==> src/rtl/cfgp_pkg.sv <==
package cfgp_pkg;

    localparam int WORD_W    = 32;
    localparam int REG_W     = 5;
    localparam int T1_CNT_W  = 10;
    localparam int HDR_CNT_W = 26;

    localparam logic [WORD_W-1:0] W_PAD       = 32'hFFFF_FFFF;
    localparam logic [WORD_W-1:0] W_WIDTH_A   = 32'h0000_00BB;
    localparam logic [WORD_W-1:0] W_WIDTH_REV = 32'hBB00_0000;
    localparam logic [WORD_W-1:0] W_WIDTH_B   = 32'h1122_0044;
    localparam logic [WORD_W-1:0] W_ALIGN     = 32'hAA99_5566;

    localparam logic [REG_W-1:0] REG_FRAME_ADR = 5'd1;
    localparam logic [REG_W-1:0] REG_COMMAND   = 5'd4;
    localparam logic [4:0]       CMD_DESYNC    = 5'd13;

    typedef enum logic [2:0] {
        ST_HUNT, ST_HEADER, ST_PAYLOAD, ST_FRAMEADR, ST_COMMAND, ST_HALT
    } cfgp_state_e;

    typedef enum logic [1:0] {OP_NOP, OP_READ, OP_WRITE, OP_RSVD} cfgp_op_e;

    typedef struct packed {
        logic [2:0] blk;
        logic       top;
        logic [4:0] row;
        logic [9:0] col;
        logic [6:0] minor;
    } cfgp_frame_t;

    typedef struct packed {
        logic                 is_t1;
        logic                 is_t2;
        cfgp_op_e             op;
        logic [REG_W-1:0]     addr;
        logic [T1_CNT_W-1:0]  cnt1;
        logic [HDR_CNT_W-1:0] cnt2;
    } cfgp_hdr_t;

    function automatic logic [WORD_W-1:0] byte_rev(input logic [WORD_W-1:0] w);
        for (int b = 0; b < WORD_W / 8; b++)
            byte_rev[8*b +: 8] = w[WORD_W-8-8*b +: 8];
    endfunction

    function automatic cfgp_hdr_t split_hdr(input logic [WORD_W-1:0] w);
        cfgp_hdr_t h;
        h.is_t1 = (w[31:29] == 3'd1);
        h.is_t2 = (w[31:29] == 3'd2);
        h.op    = cfgp_op_e'(w[28:27]);
        h.addr  = w[17:13];
        h.cnt1  = w[9:0];
        h.cnt2  = w[25:0];
        return h;
    endfunction

endpackage

==> src/rtl/cfgp_order.sv <==
module cfgp_order
    import cfgp_pkg::*;
(
    input  logic              clk,
    input  logic              rst_n,
    input  logic              set_rev,
    input  logic [WORD_W-1:0] raw_word,
    output logic              rev_active,
    output logic [WORD_W-1:0] norm_word
);
    logic rev_q;

    always_ff @(posedge clk or negedge rst_n) begin
        if (!rst_n)       rev_q <= 1'b0;
        else if (set_rev) rev_q <= 1'b1;
    end

    assign rev_active = rev_q;
    assign norm_word  = rev_q ? byte_rev(raw_word) : raw_word;

    // once byte reversal is on it stays on until reset
    assert_rev_sticky_R4: assert property (@(posedge clk) disable iff (!rst_n)
        rev_active |=> rev_active);

endmodule

==> src/rtl/cfgp_val_chk.sv <==
module cfgp_val_chk
    import cfgp_pkg::*;
(
    input  logic [WORD_W-1:0] word,
    output cfgp_frame_t       frame,
    output logic              frame_ok,
    output logic              cmd_ok
);
    assign frame = cfgp_frame_t'(word[25:0]);

    always_comb begin
        unique case (frame.blk)
            3'd0, 3'd1, 3'd2, 3'd7: frame_ok = 1'b1;
            default:                frame_ok = 1'b0;
        endcase
    end

    always_comb begin
        cmd_ok = 1'b0;
        if (word[WORD_W-1:5] == '0) begin
            unique case (word[4:0])
                5'd0, 5'd1, 5'd2, 5'd3, 5'd4, 5'd5, 5'd7,
                5'd8, 5'd9, 5'd10, 5'd11, 5'd13: cmd_ok = 1'b1;
                default:                         cmd_ok = 1'b0;
            endcase
        end
    end

endmodule

==> src/rtl/cfg_pkt_parser.sv <==
module cfg_pkt_parser
    import cfgp_pkg::*;
#(
    parameter int CNT_W = HDR_CNT_W
)(
    input  logic              clk,
    input  logic              rst_n,
    input  logic              in_valid,
    input  logic [WORD_W-1:0] in_data,
    output logic              in_ready,
    output logic              wr_strobe,
    output logic [REG_W-1:0]  wr_addr,
    output logic [WORD_W-1:0] wr_data,
    output logic              far_strobe,
    output logic [2:0]        far_blk,
    output logic              far_top,
    output logic [4:0]        far_row,
    output logic [9:0]        far_col,
    output logic [6:0]        far_minor,
    output logic              cmd_strobe,
    output logic [4:0]        cmd_code,
    output logic              err
);
    localparam logic [CNT_W-1:0] CNT_ONE = CNT_W'(1);

    cfgp_state_e          state_q, state_d;
    logic [REG_W-1:0]     last_q, last_d;
    logic [CNT_W-1:0]     remain_q, remain_d;
    logic                 pwr_q, pwr_d;
    logic                 accept, set_rev, rev_active, fault;
    logic                 o_wr, o_far, o_cmd;
    logic [WORD_W-1:0]    norm;
    logic [HDR_CNT_W-1:0] pkt_cnt;
    cfgp_hdr_t            hdr;
    cfgp_frame_t          frame;
    logic                 frame_ok, cmd_ok;

    assign in_ready = (state_q != ST_HALT);
    assign accept   = in_valid && in_ready;
    assign hdr      = split_hdr(norm);

    cfgp_order u_order (
        .clk        (clk),
        .rst_n      (rst_n),
        .set_rev    (set_rev),
        .raw_word   (in_data),
        .rev_active (rev_active),
        .norm_word  (norm)
    );

    cfgp_val_chk u_chk (
        .word     (norm),
        .frame    (frame),
        .frame_ok (frame_ok),
        .cmd_ok   (cmd_ok)
    );

    // next-state and strobe decisions
    always_comb begin
        state_d  = state_q;
        last_d   = last_q;
        remain_d = remain_q;
        pwr_d    = pwr_q;
        set_rev  = 1'b0;
        fault    = 1'b0;
        o_wr     = 1'b0;
        o_far    = 1'b0;
        o_cmd    = 1'b0;
        pkt_cnt  = hdr.is_t1 ? HDR_CNT_W'(hdr.cnt1) : hdr.cnt2;
        if (accept) begin
            unique case (state_q)
                ST_HUNT: begin
                    if (norm == W_WIDTH_REV) begin
                        if (rev_active) fault   = 1'b1;
                        else            set_rev = 1'b1;
                    end else if (norm == W_ALIGN) begin
                        state_d = ST_HEADER;
                    end
                end
                ST_HEADER: begin
                    if (norm != W_PAD) begin
                        if (hdr.op == OP_RSVD || !(hdr.is_t1 || hdr.is_t2)) begin
                            fault = 1'b1;
                        end else begin
                            if (hdr.is_t1) last_d = hdr.addr;
                            if (hdr.is_t1 && hdr.op == OP_WRITE && hdr.addr == REG_FRAME_ADR) begin
                                if (hdr.cnt1 != T1_CNT_W'(1)) fault = 1'b1;
                                else state_d = ST_FRAMEADR;
                            end else if (hdr.is_t1 && hdr.op == OP_WRITE && hdr.addr == REG_COMMAND) begin
                                if (hdr.cnt1 != T1_CNT_W'(1)) fault = 1'b1;
                                else state_d = ST_COMMAND;
                            end else if (pkt_cnt != '0) begin
                                remain_d = CNT_W'(pkt_cnt);
                                pwr_d    = (hdr.op == OP_WRITE);
                                state_d  = ST_PAYLOAD;
                            end
                        end
                    end
                end
                ST_PAYLOAD: begin
                    o_wr     = pwr_q;
                    remain_d = remain_q - CNT_ONE;
                    if (remain_q == CNT_ONE) state_d = ST_HEADER;
                end
                ST_FRAMEADR: begin
                    if (frame_ok) begin
                        o_wr    = 1'b1;
                        o_far   = 1'b1;
                        state_d = ST_HEADER;
                    end else begin
                        fault = 1'b1;
                    end
                end
                ST_COMMAND: begin
                    if (cmd_ok) begin
                        o_wr    = 1'b1;
                        o_cmd   = 1'b1;
                        state_d = (norm[4:0] == CMD_DESYNC) ? ST_HUNT : ST_HEADER;
                    end else begin
                        fault = 1'b1;
                    end
                end
                ST_HALT: ;
                default: fault = 1'b1;
            endcase
        end
        if (fault) state_d = ST_HALT;
    end

    // state register
    always_ff @(posedge clk or negedge rst_n) begin
        if (!rst_n) begin
            state_q  <= ST_HUNT;
            last_q   <= '0;
            remain_q <= '0;
            pwr_q    <= 1'b0;
        end else begin
            state_q  <= state_d;
            last_q   <= last_d;
            remain_q <= remain_d;
            pwr_q    <= pwr_d;
        end
    end

    // output register
    always_ff @(posedge clk or negedge rst_n) begin
        if (!rst_n) begin
            wr_strobe  <= 1'b0;
            far_strobe <= 1'b0;
            cmd_strobe <= 1'b0;
            err        <= 1'b0;
            wr_addr    <= '0;
            wr_data    <= '0;
            far_blk    <= '0;
            far_top    <= 1'b0;
            far_row    <= '0;
            far_col    <= '0;
            far_minor  <= '0;
            cmd_code   <= '0;
        end else begin
            wr_strobe  <= o_wr;
            far_strobe <= o_far;
            cmd_strobe <= o_cmd;
            err        <= err | fault;
            if (o_wr) begin
                wr_addr <= last_q;
                wr_data <= norm;
            end
            if (o_far) begin
                far_blk   <= frame.blk;
                far_top   <= frame.top;
                far_row   <= frame.row;
                far_col   <= frame.col;
                far_minor <= frame.minor;
            end
            if (o_cmd) cmd_code <= norm[4:0];
        end
    end

    // a frame-address strobe always rides on a write to address 1 with a legal block type
    assert_far_write_R8: assert property (@(posedge clk) disable iff (!rst_n)
        far_strobe |-> (wr_strobe && wr_addr == REG_FRAME_ADR &&
                        (far_blk inside {3'd0, 3'd1, 3'd2, 3'd7})));

    // a command strobe always rides on a write to address 4
    assert_cmd_write_R9: assert property (@(posedge clk) disable iff (!rst_n)
        cmd_strobe |-> (wr_strobe && wr_addr == REG_COMMAND));

    // error is sticky and blocks input
    assert_err_sticky_R11: assert property (@(posedge clk) disable iff (!rst_n)
        err |=> err);
    assert_err_blocks_R11: assert property (@(posedge clk) disable iff (!rst_n)
        err |-> !in_ready);

    // a strobe follows an accepted word by exactly one cycle
    assert_strobe_latency_R12: assert property (@(posedge clk) disable iff (!rst_n)
        wr_strobe |-> $past(in_valid && in_ready));

endmodule

==> config.mk <==
export PLATFORM = sky130hd
export DESIGN_NAME = cfg_pkt_parser
export DESIGN_NICKNAME = d
export VERILOG_FILES = /design/src/rtl/cfgp_pkg.sv /design/src/rtl/cfgp_order.sv /design/src/rtl/cfgp_val_chk.sv /design/src/rtl/cfg_pkt_parser.sv
export SDC_FILE = /design/constraint.sdc
export NUM_CORES = 1
export LEC_CHECK = 0
export BUFFER_PORTS_ARGS = -buffer_cell sky130_fd_sc_hd__buf_2
export CAP_MARGIN = 10
export CORE_MARGIN = 3
export CORE_UTILIZATION = 25
export CTS_CLUSTER_SIZE = 25
export DETAILED_ROUTE_END_ITERATION = 8
export GPL_TIMING_DRIVEN = 0
export PLACE_DENSITY_LB_ADDON = 0.12
export SLEW_MARGIN = 0
export SYNTH_ARGS = -nofsm -noshare
export SYNTH_HDL_FRONTEND = slang
export SYNTH_HIERARCHICAL = 1
export SYNTH_SLANG_ARGS = --single-unit
==> constraint.sdc <==
create_clock -name clk -period 4.4 [get_ports clk]
set_clock_uncertainty 0.05 [all_clocks]
set_input_delay 1.1 -clock clk [delete_from_list [all_inputs] [get_ports clk]]
set_output_delay 1.1 -clock clk [all_outputs]
set_load 0.05 [all_outputs]
==> key figures <==
Outcome
  • Status: complete, no violations

GRT
  • Total GRT Usage: 0.161
  • Largest net degree at the start of global routing: 63
  • Vias in the first global route: 5302
  • Overflow after GRT: 0
  • Initial antenna violation count: 0
  • Global-route wire length before repair: 32400 um

CTS
  • H-tree Lvls: 3
  • CTS Root Buffer Type: clkbuf_16
  • CTS tree: done
  • Post-CTS setup buffers: 0
  • Worst-path clk slew: 0.08 ns
  • Maximum root-to-sink buffer count: 2
  • Hold-fix buffers, CTS: 0
  • Total CTS buffers: 9
  • Clk Latency, worst-skew pair: 0.36 ns
  • Post_cts resized: 0
  • Sink Count: 108

Floorplan
  • Chip width: 162 um
  • Starting Density: 0.257
  • Number of core rows: 56
  • IO Pins: 108
  • Die height: 162 um
  • Core Box Area: 23700 um^2
  • Die Footprint: 26300 um^2

Pwr
  • Clock power frac: 0.400
  • Part of the power in registers: 0.500
  • Sw Ratio: 0.275
  • Maximum vdd drop: 174 uV
  • Leakage power: 3.67 nW
  • Internal power: 1.48 mW
  • Sw Pwr: 0.563 mW
  • Cell Pwr Density: 278 nW/um^2
  • Combinational Power Share: 0.100

Detailed routing
  • DR iter-0 viols: 445
  • DR pass1 iterations: 5
  • Total number of vias: 5246
  • Antenna Nets Post-Route: 0
  • Wirelength per Cell: 19.6 um
  • Vias per cell: 4.93
  • Residual DRC: 0
  • Final wirelength: 20900 um

Logic synthesis
  • Synth Area in Compound Gates: 0.112
  • Post-synth ARST share: 1.00
  • Yosys Warn Count: 6
  • Yosys reg bits: 108
  • Syn Inst Count: 621
  • EDFF count, synth: 0
  • Netlist Area Pre-Place: 6090 um^2
  • Syn nets: 658
  • Fraction of synthesized area in multiplexers: 0.160
  • Syn Area/Cell: 9.81 um^2
  • Post-Synth XOR/XNOR Area: 0.00287
  • Main flop type after synthesis: dfrtp_1
  • Yosys cell types: 58
  • Sequential area share after synthesis: 0.444
  • Post-synthesis adder-cell area fraction: 0.00411
  • Main combinational cell family by area after synthesis: simple AND/OR/NAND/NOR gates
  • Synth Area in Simple Gates: 0.205

STA
  • Final Cycle Share: 0.836
  • RSZ-0062 raised after global routing: no
  • Slew margin rel.: 0.409
  • Slew Viols, Final: 0
  • Fmax: 272 MHz
  • Fin Setup TNS: 0 ns
  • Hold Fails Final Rpt: 0
  • Tmin final: 3.68 ns
  • Worst-margin pin slew: 0.887 ns
  • Final setup violation count: 0

Placement
  • Hpwl dp: 14800 um
  • GP Congestion: 0.844
  • PortBufs: 107
  • Placed Instances: 1048

Worst setup path
  • Endpoint arrival time on the critical path: 3.87 ns
  • Critical path type: in2reg
  • Worst-path fanout max: 10
  • Critical Path Start Type: input pin
  • Critical Path End Type: register
  • WP data required: 4.60 ns

Run
  • Max-Cap Viols: 0

Layout
  • Antenna diodes: 0
  • Final #Nets: 777
  • Non-Filler Instances: 1064
  • Commonest non-fill, non-tap cell in the layout: nand2_1
  • Most frequent cells in the layout: nand2_1, buf_2, dfrtp_1
  • Fill cell total of the finished layout: 2553
  • Area growth, synth to finish: 20.7%
  • Layout cell share with drive strength beyond 1: 0.341

Worst hold path
  • HP Class: reg2reg
final cells by class:
class / instances / area, um^2 / share of cell area
timing repair buffer: 108 / 569 / 0.0774
tap: 319 / 399 / 0.0543
multi-input combinational: 443 / 2950 / 0.401
clock buffer: 9 / 225 / 0.0306
sequential: 108 / 2700 / 0.367
inverter: 13 / 48.8 / 0.00663
clock inverter: 7 / 70.1 / 0.00952
buffer: 57 / 392 / 0.0532
logic make-up after synthesis:
group,count (synthesis)
and+or+nand+nor,254
DFF,108
xor gates and xnor gates,2
adders and majority gates,2
buffers and inverters,70
AOI/OAI and AO/OA,108
muxes,77
state kept, by name, indices dropped and copies added (netlist names):
signal and count:
cmd_code 5, wr_addr 5, far_strobe 1, remain_q 26, wr_strobe 1, state_q 3
err 1, cmd_strobe 1, far_top 1, far_row 5, far_minor 7, far_blk 3
u_order/rev_active 1, last_q 5, wr_data 32, far_col 10, pwr_q 1
power by group through the flow:
stage	combinational [mW]	sequential, mW	clock, mW
after floorplan	0.113	1.04	0
after global placement	0.202	1.04	0
after detailed placement	0.207	1.04	0
after CTS	0.208	1.02	0.856
after global routing	0.227	1.03	0.900
final	0.205	1.02	0.819
per-layer routing:
layer	vias to the layer above	share of wire	track usage
met2	188	0.48	0.267
met5	-	0	0
met3	33	0.062	0.0314
li1	2426	-	-
met4	0	0.022	0.0508
met1	2599	0.44	0.214
through the flow:
step	cell area [um^2]	power [mW]	hold WS [ns]	worst slack, ns	util
6_report	7360	2.05	0.421	0.723	0.311
5_1_grt	7360	2.15	0.451	0.574	0.311
3_5_place_dp	7060	1.25	0.408	0.375	0.298
4_1_cts	7360	2.09	0.428	0.762	0.311
3_3_place_gp	7030	1.24	0.403	0.385	0.297
2_1_floorplan	6090	1.15	0.420	1.14	-
synth_stat cells, types with 3 or more instances:
library cell	instances	share of area
nand2_1	116	0.071
dfrtp_1	108	0.44
mux2_2	46	0.085
o21ai_0	43	0.035
nor2_1	37	0.023
mux2_4	29	0.071
buf_4	28	0.034
a21oi_1	23	0.019
nor3_1	23	0.019
clkbuf_1	17	0.010
nor4_1	17	0.017
nand4_1	13	0.013
a22oi_1	12	0.015
inv_1	12	0.0074
nor2b_1	9	0.0092
nand3_1	8	0.0066
buf_2	7	0.0057
a32oi_1	4	0.0057
nand2b_1	4	0.0041
nor4_2	4	0.0082
o21ai_1	4	0.0033
o22ai_1	4	0.0041
a31oi_1	3	0.0031
buf_12	3	0.0099
nor4b_1	3	0.0043
o2bb2ai_1	3	0.0043
or4_1	3	0.0037
worst max-delay path, stage by stage:
cell	delay, ns
buf_2	0.10
mux2_4	0.36
nor4_1	0.30
nand4_1	0.21
a211oi_2	0.28
nand4b_1	0.30
inv_1	0.28
nor2_1	0.15
buf_2	0.24
buf_2	0.24
mux2_2	0.30
worst paths after layout:
kind	from	endpoint	slack, ns	cells after the start
setup / recovery	in_data[9]	wr_data[29]	0.72	11
hold / removal	cmd_code[1]	cmd_code[1]	0.42	2
setup reg to reg	u_order/rev_active	wr_data[29]	0.78	12
hold reg to reg	cmd_code[1]	cmd_code[1]	0.42	2
max in group asynchronous	rst_n	remain_q[13]	3.00	2
min in group asynchronous	rst_n	far_minor[6]	0.62	1
Note: power is estimated with default switching activity, not from simulation.
